## config.mk

```make
export PLATFORM = sky130hd
export DESIGN_NAME = mdio_mgmt_master
export DESIGN_NICKNAME = d
export VERILOG_FILES = /design/src/rtl/mdio_pkg.sv /design/src/rtl/mdio_clk_gen.sv /design/src/rtl/mdio_frame_seq.sv /design/src/rtl/mdio_reg_bank.sv /design/src/rtl/mdio_mgmt_master.sv
export SDC_FILE = /design/constraint.sdc
export NUM_CORES = 1
export LEC_CHECK = 0
export ABC_CLOCK_PERIOD_IN_PS = 3600
export BUFFER_PORTS_ARGS = -buffer_cell sky130_fd_sc_hd__buf_2
export CAP_MARGIN = 20
export CORE_ASPECT_RATIO = 0.7
export CORE_MARGIN = 10
export CORE_UTILIZATION = 63
export DETAILED_ROUTE_END_ITERATION = 7
export GPL_TIMING_DRIVEN = 1
export PLACE_DENSITY = 0.92
export SLEW_MARGIN = 20
export SYNTH_ARGS = -nofsm -noshare
export SYNTH_HDL_FRONTEND = slang
export SYNTH_SLANG_ARGS = --single-unit
```

## constraint.sdc

```tcl
create_clock -name clk -period 3.6 [get_ports clk]
set_input_delay 0.18 -clock clk [delete_from_list [all_inputs] [get_ports clk]]
set_output_delay 0.18 -clock clk [all_outputs]
set_load 0.02 [all_outputs]
```

## src/rtl/mdio_pkg.sv

```systemverilog
package mdio_pkg;

  localparam int REG_W      = 32;
  localparam int DATA_W     = 16;
  localparam int PHY_W      = 5;
  localparam int CR_W       = 3;
  localparam int HALF_MAX   = 51;
  localparam int HALF_CNT_W = $clog2(HALF_MAX + 1);

  typedef struct packed {
    logic [PHY_W-1:0] phy;
    logic [PHY_W-1:0] regi;
    logic [CR_W-1:0]  crange;
    logic             wr;
  } mgmt_cmd_t;

  // half of the MDC period, in system clocks, for a clock-range code
  function automatic logic [HALF_CNT_W-1:0] half_period(input logic [CR_W-1:0] code);
    case (code)
      3'd0:    half_period = HALF_CNT_W'(21);
      3'd1:    half_period = HALF_CNT_W'(31);
      3'd2:    half_period = HALF_CNT_W'(8);
      3'd3:    half_period = HALF_CNT_W'(13);
      default: half_period = HALF_CNT_W'(HALF_MAX);
    endcase
  endfunction

endpackage

```

## src/rtl/mdio_clk_gen.sv

```systemverilog
module mdio_clk_gen #(
  parameter int CNT_W = 6
) (
  input  logic             clk,
  input  logic             rst,
  input  logic             en,
  input  logic [CNT_W-1:0] half,
  output logic             mdc,
  output logic             rise_stb,
  output logic             fall_stb
);

  logic [CNT_W-1:0] cnt_q;
  logic             mdc_q;
  logic             tick;

  assign tick     = en && (cnt_q == half - 1'b1);
  assign rise_stb = tick && !mdc_q;
  assign fall_stb = tick && mdc_q;
  assign mdc      = mdc_q;

  always_ff @(posedge clk) begin
    if (rst || !en) begin
      cnt_q <= '0;
      mdc_q <= 1'b0;
    end else if (tick) begin
      cnt_q <= '0;
      mdc_q <= ~mdc_q;
    end else begin
      cnt_q <= cnt_q + 1'b1;
    end
  end

endmodule

```

## src/rtl/mdio_frame_seq.sv

```systemverilog
module mdio_frame_seq
  import mdio_pkg::*;
#(
  parameter int PRE_LEN = 32
) (
  input  logic              clk,
  input  logic              rst,
  input  logic              start,
  input  mgmt_cmd_t         cmd,
  input  logic [DATA_W-1:0] wdata,
  input  logic              rise_stb,
  input  logic              fall_stb,
  input  logic              mdio_in,
  output logic              active,
  output logic              mdio_out,
  output logic              mdio_oe,
  output logic              done,
  output logic [DATA_W-1:0] rdata
);

  localparam int FRAME_W = PRE_LEN + 4 + 2 * PHY_W + 2 + DATA_W;
  localparam int IDX_W   = $clog2(FRAME_W);
  localparam logic [IDX_W-1:0] TA_IDX   = IDX_W'(FRAME_W - DATA_W - 2);
  localparam logic [IDX_W-1:0] DATA_IDX = IDX_W'(FRAME_W - DATA_W);
  localparam logic [IDX_W-1:0] LAST_IDX = IDX_W'(FRAME_W - 1);

  logic [FRAME_W-1:0] frame_w;
  logic [FRAME_W-1:0] sh_q;
  logic [IDX_W-1:0]   idx_q;
  logic [IDX_W-1:0]   idx_nx;
  logic [DATA_W-1:0]  cap_q;
  logic               active_q, oe_q, done_q, is_wr_q;

  assign frame_w = {{PRE_LEN{1'b1}}, 2'b01,
                    cmd.wr ? 2'b01 : 2'b10,
                    cmd.phy, cmd.regi,
                    cmd.wr ? 2'b10 : 2'b11,
                    cmd.wr ? wdata : {DATA_W{1'b1}}};
  assign idx_nx  = idx_q + 1'b1;

  always_ff @(posedge clk) begin
    if (rst) begin
      sh_q     <= '0;
      idx_q    <= '0;
      cap_q    <= '0;
      active_q <= 1'b0;
      oe_q     <= 1'b0;
      done_q   <= 1'b0;
      is_wr_q  <= 1'b0;
    end else begin
      done_q <= 1'b0;
      if (start && !active_q) begin
        sh_q     <= frame_w;
        idx_q    <= '0;
        active_q <= 1'b1;
        oe_q     <= 1'b1;
        is_wr_q  <= cmd.wr;
      end else if (active_q) begin
        if (rise_stb && !is_wr_q && idx_q >= DATA_IDX)
          cap_q <= {cap_q[DATA_W-2:0], mdio_in};
        if (fall_stb) begin
          if (idx_q == LAST_IDX) begin
            sh_q     <= '0;
            active_q <= 1'b0;
            oe_q     <= 1'b0;
            done_q   <= 1'b1;
          end else begin
            idx_q <= idx_nx;
            sh_q  <= {sh_q[FRAME_W-2:0], 1'b0};
            oe_q  <= is_wr_q || (idx_nx < TA_IDX);
          end
        end
      end
    end
  end

  assign active   = active_q;
  assign mdio_out = sh_q[FRAME_W-1];
  assign mdio_oe  = oe_q;
  assign done     = done_q;
  assign rdata    = cap_q;

endmodule

```

## src/rtl/mdio_reg_bank.sv

```systemverilog
module mdio_reg_bank
  import mdio_pkg::*;
#(
  parameter int ADDR_W = 3,
  parameter logic [ADDR_W-1:0] CTRL_OFS = '0,
  parameter logic [ADDR_W-1:0] DATA_OFS = ADDR_W'(4)
) (
  input  logic              clk,
  input  logic              rst,
  input  logic [ADDR_W-1:0] bus_addr,
  input  logic              bus_we,
  input  logic [REG_W-1:0]  bus_wdata,
  output logic [REG_W-1:0]  bus_rdata,
  input  logic              done,
  input  logic [DATA_W-1:0] rd_result,
  output mgmt_cmd_t         cmd,
  output logic [DATA_W-1:0] wdata,
  output logic              busy,
  output logic              start
);

  mgmt_cmd_t         cmd_q;
  logic [DATA_W-1:0] data_q;
  logic [REG_W-1:0]  rdata_q;
  logic [REG_W-1:0]  ctrl_view;
  logic              busy_q, start_q;
  logic              sel_ctrl, sel_data;
  logic              unused_bits;

  assign sel_ctrl    = (bus_addr == CTRL_OFS);
  assign sel_data    = (bus_addr == DATA_OFS);
  assign ctrl_view   = {16'h0, cmd_q.phy, cmd_q.regi, 1'b0, cmd_q.crange, cmd_q.wr, busy_q};
  assign unused_bits = ^{bus_wdata[31:16], bus_wdata[5]};

  always_ff @(posedge clk) begin
    if (rst) begin
      cmd_q   <= '0;
      data_q  <= '0;
      rdata_q <= '0;
      busy_q  <= 1'b0;
      start_q <= 1'b0;
    end else begin
      start_q <= 1'b0;
      if (busy_q) begin
        if (done) begin
          busy_q <= 1'b0;
          if (!cmd_q.wr) data_q <= rd_result;
        end
      end else if (bus_we) begin
        if (sel_ctrl) begin
          cmd_q.phy    <= bus_wdata[15:11];
          cmd_q.regi   <= bus_wdata[10:6];
          cmd_q.crange <= bus_wdata[4:2];
          cmd_q.wr     <= bus_wdata[1];
          busy_q       <= bus_wdata[0];
          start_q      <= bus_wdata[0];
        end else if (sel_data) begin
          data_q <= bus_wdata[DATA_W-1:0];
        end
      end
      if (sel_ctrl)      rdata_q <= ctrl_view;
      else if (sel_data) rdata_q <= {16'h0, data_q};
      else               rdata_q <= '0;
    end
  end

  assign bus_rdata = rdata_q;
  assign cmd       = cmd_q;
  assign wdata     = data_q;
  assign busy      = busy_q;
  assign start     = start_q;

endmodule

```

## src/rtl/mdio_mgmt_master.sv

```systemverilog
module mdio_mgmt_master
  import mdio_pkg::*;
#(
  parameter int ADDR_W  = 3,
  parameter logic [ADDR_W-1:0] CTRL_OFS = '0,
  parameter logic [ADDR_W-1:0] DATA_OFS = ADDR_W'(4),
  parameter int PRE_LEN = 32
) (
  input  logic              clk,
  input  logic              rst,
  input  logic [ADDR_W-1:0] bus_addr,
  input  logic              bus_we,
  input  logic [31:0]       bus_wdata,
  output logic [31:0]       bus_rdata,
  output logic              mdc,
  output logic              mdio_out,
  output logic              mdio_oe,
  input  logic              mdio_in
);

  mgmt_cmd_t         cmd_w;
  logic [DATA_W-1:0] wdata_w;
  logic [DATA_W-1:0] rd_result_w;
  logic              busy_w, start_w, done_w, active_w;
  logic              rise_w, fall_w;

  mdio_reg_bank #(
    .ADDR_W   (ADDR_W),
    .CTRL_OFS (CTRL_OFS),
    .DATA_OFS (DATA_OFS)
  ) u_regs (
    .clk       (clk),
    .rst       (rst),
    .bus_addr  (bus_addr),
    .bus_we    (bus_we),
    .bus_wdata (bus_wdata),
    .bus_rdata (bus_rdata),
    .done      (done_w),
    .rd_result (rd_result_w),
    .cmd       (cmd_w),
    .wdata     (wdata_w),
    .busy      (busy_w),
    .start     (start_w)
  );

  mdio_clk_gen #(
    .CNT_W (HALF_CNT_W)
  ) u_clk (
    .clk      (clk),
    .rst      (rst),
    .en       (active_w),
    .half     (half_period(cmd_w.crange)),
    .mdc      (mdc),
    .rise_stb (rise_w),
    .fall_stb (fall_w)
  );

  mdio_frame_seq #(
    .PRE_LEN (PRE_LEN)
  ) u_seq (
    .clk      (clk),
    .rst      (rst),
    .start    (start_w),
    .cmd      (cmd_w),
    .wdata    (wdata_w),
    .rise_stb (rise_w),
    .fall_stb (fall_w),
    .mdio_in  (mdio_in),
    .active   (active_w),
    .mdio_out (mdio_out),
    .mdio_oe  (mdio_oe),
    .done     (done_w),
    .rdata    (rd_result_w)
  );

endmodule

```

* After elaboration in Yosys (flattened, before gate mapping)
Cells that the tools add are included.
** Word-level totals
- Bits in writable memories :: 0
- Bits in registers :: 161
- Logic and storage cells :: 99
- Bits in latches :: 0
- Memory bits (read-only) :: 0
- Memories :: 0
** Cells by class
- Shifts and indexed selects :: 0
- Div/mod/pow operators :: 0
- Reduce and logical (&&, ||, !) cells :: 29
- Bitwise operators :: 7
- Multiply operators :: 0
- Mux-type cells :: 29
- Equality and inequality tests :: 9
- Add/subtract/negate cells :: 3
- $lt $le $gt $ge :: 2
** Operator list (count)
- 64-bit two-way mux :: 4
- 16-bit two-way mux :: 9
- 6-bit one-hot mux with 4 select lines :: 1
- 1-bit two-way mux :: 14
- 6-bit by 1-bit adder with 6-bit output, second input constant :: 2
- 3-bit AND reduction :: 3
- 2-bit nonzero test :: 4
- 2-bit OR reduction :: 4
- 1-bit inverter :: 7
- 3-bit by 2-bit equality test with 1-bit output, second input constant :: 2
- 6-bit equality test :: 1
- 6-bit equality test, second input constant :: 1
- 6-bit >= comparator, second input constant :: 1
- 1-bit logical AND :: 6
- 3-bit zero test :: 2
- 6-bit less-than comparator, second input constant :: 1
- 6-bit by 1-bit subtractor with 6-bit output, second input constant :: 1
- 5-bit AND reduction :: 1
- 2-bit by 1-bit inequality test with 1-bit output, second input constant :: 2
- 2-bit AND reduction :: 2
- 4-bit OR reduction :: 1
- 3-bit by 1-bit equality test with 1-bit output, second input constant :: 1
- 3-bit equality test, second input constant :: 1
- 1-bit zero test :: 3
- other kinds (4) :: 5

* Logic depth before layout (Yosys ltp)
- Depth after elaboration :: 9
- Depth in mapped cells :: 8
- Gate-level depth less buffers :: 6

* Modules after synthesis
A second synthesis with hierarchy kept.
** Unflattened totals
- Cells, all modules :: 689
- Area total of the unflattened synthesis :: 6321.1 sq um
** Modules (own cells, without submodules)
- mdio_frame_seq :: cells each 411, instances 1, area an instance 3653.5 sq um
- mdio_reg_bank :: cells each 218, instances 1, area an instance 2165.8 sq um
- mdio_clk_gen :: cells each 52, instances 1, area an instance 460.4 sq um
- mdio_mgmt_master :: cells each 8, instances 1, area an instance 41.3 sq um

* Worst setup path before layout
OpenSTA, ideal clock, no wires.
- Path kind :: register to register
- Start point :: reg u_regs.cmd_q, in the netlist u_regs.cmd[3]
- End point :: reg u_seq.cap_q[0], in the netlist u_seq.rdata[0]
- Stages on the path, launching flop included :: 8
- Buffers on the path :: 2
- Slack :: 1600 ps
- Clock period less this slack :: 2000 ps
- Data arrival time :: 1929 ps
- Cell sequence :: dfxtp_1 buf_6 nor4bb_1 a31oi_1 a211o_1 nor4_4 buf_6 mux2i_1
** On the way
- Cells in the longest elaborated chain, start to end :: 9
** RTL lines
- start: declaration :: line mdio_reg_bank.sv:22 : mgmt_cmd_t cmd_q;
- 3-bit by 2-bit equality test with 1-bit output (tied with other cells) :: line mdio_pkg.sv:19 : case (code)
- 6-bit one-hot mux with 4 select lines (*) :: line mdio_pkg.sv:19
- 6-bit by 1-bit subtractor with 6-bit output (*) :: line mdio_clk_gen.sv:17 : assign tick = en && (cnt_q == half - 1'b1);
- 6-bit equality test (*) :: line mdio_clk_gen.sv:17
- 1-bit logical AND (*) :: line mdio_clk_gen.sv:17
- 1-bit logical AND (*) :: line mdio_clk_gen.sv:18 : assign rise_stb = tick && !mdc_q;
- 1-bit logical AND (*) (2 in series) :: line mdio_frame_seq.sv:59 : if (rise_stb && !is_wr_q && idx_q >= DATA_IDX)
- 3-bit AND reduction (no source line) (*)
- end signal: assignment :: line mdio_frame_seq.sv:60 : cap_q <= {cap_q[DATA_W-2:0], mdio_in};
- end: declaration :: line mdio_frame_seq.sv:31 : logic [DATA_W-1:0] cap_q;
Every way passes the cells marked *; elsewhere a longest branch is shown, timed or not.
A chain may end at the register's enable or synchronous reset.

* Worst setup path in the final report
- Start point :: reg u_clk.cnt_q[1]
- End point :: reg u_seq.oe_q, in the netlist u_seq.mdio_oe
** On the way
- Cells in the longest elaborated chain, start to end :: 5
** RTL lines
- start: declaration :: line mdio_clk_gen.sv:13 : logic [CNT_W-1:0] cnt_q;
- start signal: assignment :: line mdio_clk_gen.sv:30 : cnt_q <= cnt_q + 1'b1;
- 6-bit equality test :: line mdio_clk_gen.sv:17
- 1-bit logical AND :: line mdio_clk_gen.sv:17
- 1-bit logical AND :: line mdio_clk_gen.sv:19 : assign fall_stb = tick && mdc_q;
- 2-bit nonzero test (no source line)
- 2-bit AND reduction (no source line)
- end signal: assignment :: line mdio_frame_seq.sv:70 : oe_q <= is_wr_q || (idx_nx < TA_IDX);
- end: declaration :: line mdio_frame_seq.sv:32 : logic active_q, oe_q, done_q, is_wr_q;
No other way between the ends.

==> metrics.txt <==
status=complete, no violations; Routed WL per cell=18.15 um; final setup fails=0; Worst path max stage delay=590 ps; clock insertion delay at the later pin of the skew report=420 ps; Std-Cell Rows=30; highest metal used=met4; cell area after layout=0.007166 mm^2; share of layout cells above drive strength 1=12.83%; HPWL Detailed=9.766 mm; FF-to-FF path depth=7; Fin Clk Skew=8.224 ps; P per Cell Area=501.2 mW/mm^2; Metal-1 WL=6.758 mm; Min-Delay Path Class=primary input to flip-flop; clk slew on worst S/H paths=60 ps; fraction of registers with async set/reset=0%; area of the multi-input gates=0.003088 mm^2; final hold violations=0; GP Congestion=0.8712; Mapped Cells=739; global-route wire length before repair=26.73 mm; Sink Count=145; Seq/Total Area, Yosys=45.67%; largest net degree at the start of global routing=68; Critical Path AT=3010 ps; worst hold path stage count=3; final worst-path cycle share=76.04%; Crit Path Class=flip-flop to flip-flop; Starting Density=65.13%; dpl cell area=0.006541 mm^2; pins over their slew limit=0; DR WL met2=7.659 mm; DRT iter0 DRCs=669; area leader, netlist=dfxtp_1; CTS Root Cell=clkbuf_16; commonest register cell after synthesis=dfxtp_1; Leakage Power=2.351 nW; top-area cell type share of the netlist area=45.67%; CP Capture Type=flip-flop; synth top area cells=dfxtp_1 (46%), a211oi_1 (10%), nand2_1 (5.7%); Worst slew margin=31.53%; FF+latch count, synth=145; # DRC=0; Antenna Nets Post-Route=0; Die X=140.1 um; CTS resizes=0; Ports=74; cells along the critical path=nand2_1, o31a_1, or3_1, buf_4, nor2_2, buf_12, o221ai_1; fill count=647; EDFF count, synth=0; crit path time final=2738 ps; metal3 WL=1.279 mm; number of diodes=0; Syn Area/Cell=8.601 um^2; Largest delay share family, worst path=simple AND/OR/NAND/NOR gates; Die Area=0.01457 mm^2; setup TNS=0 ps; Fmax=0.3653 GHz; DR vias/cell=6.440; Slowest cell on crit path=nor2_2; Yosys warning total=0; RSZ-0062 raised after global routing=no; Setup Fix Bufs, Post-CTS=0; gr usage total=21.45%; core area=0.009759 mm^2; GRT overflow=0; peak supply drop=0.3447 mV; Tightest Pin Transition=1023 ps; vias=5,693; drt first pass iters=6; H-tree Lvls=4; nets=785; CTS max path bufs=2; CTS tree=built; worst path required time=3870 ps; hold buffer count at CTS=1; Die Span Y=104.0 um; initial antenna violation count=0; unique cell type count in the Yosys netlist=50; buffers added on ports=41; CTS Buf Count=17; critical path fanouts, max=36; Critical Path Start Type=flip-flop; Max-Cap Viols=0; Area Overhead vs Synth=12.74%; routed wire length=16.05 mm; Mapped Area=0.006356 mm^2; stages on the worst setup path=7; Worst Path Buf+Inv=2; via count of the first global-routing pass=5,486; register area=0.002903 mm^2
## cells by family (layout without fill, tap and decap cells)
family                   after synthesis  count (layout)  share of synthesized area, %
AND/OR/NAND/NOR                      244             244                         18.54
adder cells (fa/ha/maj)                2               2                        0.3936
flip-flops                           145             145                         45.67
AO/OA/AOI/OAI                        206             206                         21.83
buffers and inverters                102             104                         7.461
other                                  1              16                       0.05900
multiplexers                          34              34                         5.354
XOR/XNOR                               5               5                        0.6891
## synth_stat cells (2+ instances only)
cell type / instances
a31oi_1: 19
buf_4: 18
nand2_1: 97
mux2i_1: 34
nor4_1: 3
nand3_1: 5
o221ai_1: 3
nor3b_1: 4
o21ai_0: 20
a311oi_1: 3
o21ai_1: 3
inv_1: 17
nand4_1: 28
nor2b_1: 3
o31ai_1: 2
and2_1: 2
a211oi_1: 86
xor2_1: 3
or3_1: 2
dfxtp_1: 145
a21o_1: 2
ha_1: 2
or2_2: 2
o211ai_1: 13
a22oi_1: 15
buf_6: 2
and3_1: 5
xnor2_1: 2
buf_2: 7
nand2b_1: 24
clkbuf_1: 51
nor2_1: 58
buf_1: 7
a21oi_1: 36
## final cells by class
| class | instances | area share (%) |
|---|---|---|
| multi-input cells | 507 | 43.09 |
| flip-flops and latches | 145 | 40.51 |
| clock buffers | 19 | 6.181 |
| repair buffers | 56 | 4.854 |
| clock inverters | 12 | 2.235 |
| well taps | 128 | 2.235 |
| inverters | 17 | 0.8905 |
## stage by stage
| stage | hold WS, ps | worst slack (ps) | std cells | utilization [%] | power [mW] |
|---|---|---|---|---|---|
| global route | 3.101 | 720.8 | 884 | 73.42 | 3.684 |
| CTS | 5.169 | 916.7 | 884 | 73.31 | 3.589 |
| floorplan | 316.0 | 1600 | 754 | - | 1.785 |
| detailed placement | 439.3 | 1011 | 852 | 67.03 | 1.813 |
| global placement | 439.7 | 1063 | 852 | 67.03 | 1.806 |
| finish | 10.24 | 862.5 | 884 | 73.42 | 3.592 |
## state kept, by name, summed over array words and instances (netlist names)
| signal | count |
|---|---|
| u_clk.cnt_q | 6 |
| u_clk.mdc | 1 |
| u_regs.bus_rdata | 16 |
| u_regs.busy | 1 |
| u_regs.cmd | 14 |
| u_regs.start | 1 |
| u_regs.wdata | 16 |
| u_seq.active | 1 |
| u_seq.done | 1 |
| u_seq.idx_q | 6 |
| u_seq.is_wr_q | 1 |
| u_seq.mdio_oe | 1 |
| u_seq.rdata | 16 |
| u_seq.sh_q | 64 |
## where the power goes
part	total, mW	internal [mW]	leakage (nW)	switching (mW)
registers	1.64	1.62	1.17	0.0167
logic	0.145	0.0461	0.887	0.0987
clock network	1.81	1.11	0.293	0.697
total	3.59	2.78	2.35	0.813
## layer usage
metal / track usage (%) / vias to the layer above
li1: - / 2644
met2: 34.11 / 276
met3: 7.026 / 56
met5: 0 / -
met1: 26.51 / 2717
met4: 7.721 / 0
## worst min-delay path, cell delays in order
cell and delay (ps):
buf_2 110, nand2_1 50, a21oi_1 50
## final timing paths
kind,start,end,slack (ps)
setup / recovery,u_clk.cnt_q[1],u_seq.mdio_oe,860
hold / removal,bus_wdata[11],u_regs.cmd[9],10
setup reg to reg,u_clk.cnt_q[1],u_seq.mdio_oe,860
hold reg to reg,u_seq.sh_q[37],u_seq.sh_q[38],470
## placed cells by master, fill, tap and decap left out, drive strengths merged, types with 16 or more instances in the layout
cell type and instances:
conb 16, dfxtp 145, nand2b 24, a31oi 19
buf 55, mux2i 34, nand4 28, nand2 97
inv 18, o21ai 23, clkbuf 19, nor2 58
a211oi 86, a21oi 36
(Power assumes the default switching activity.)
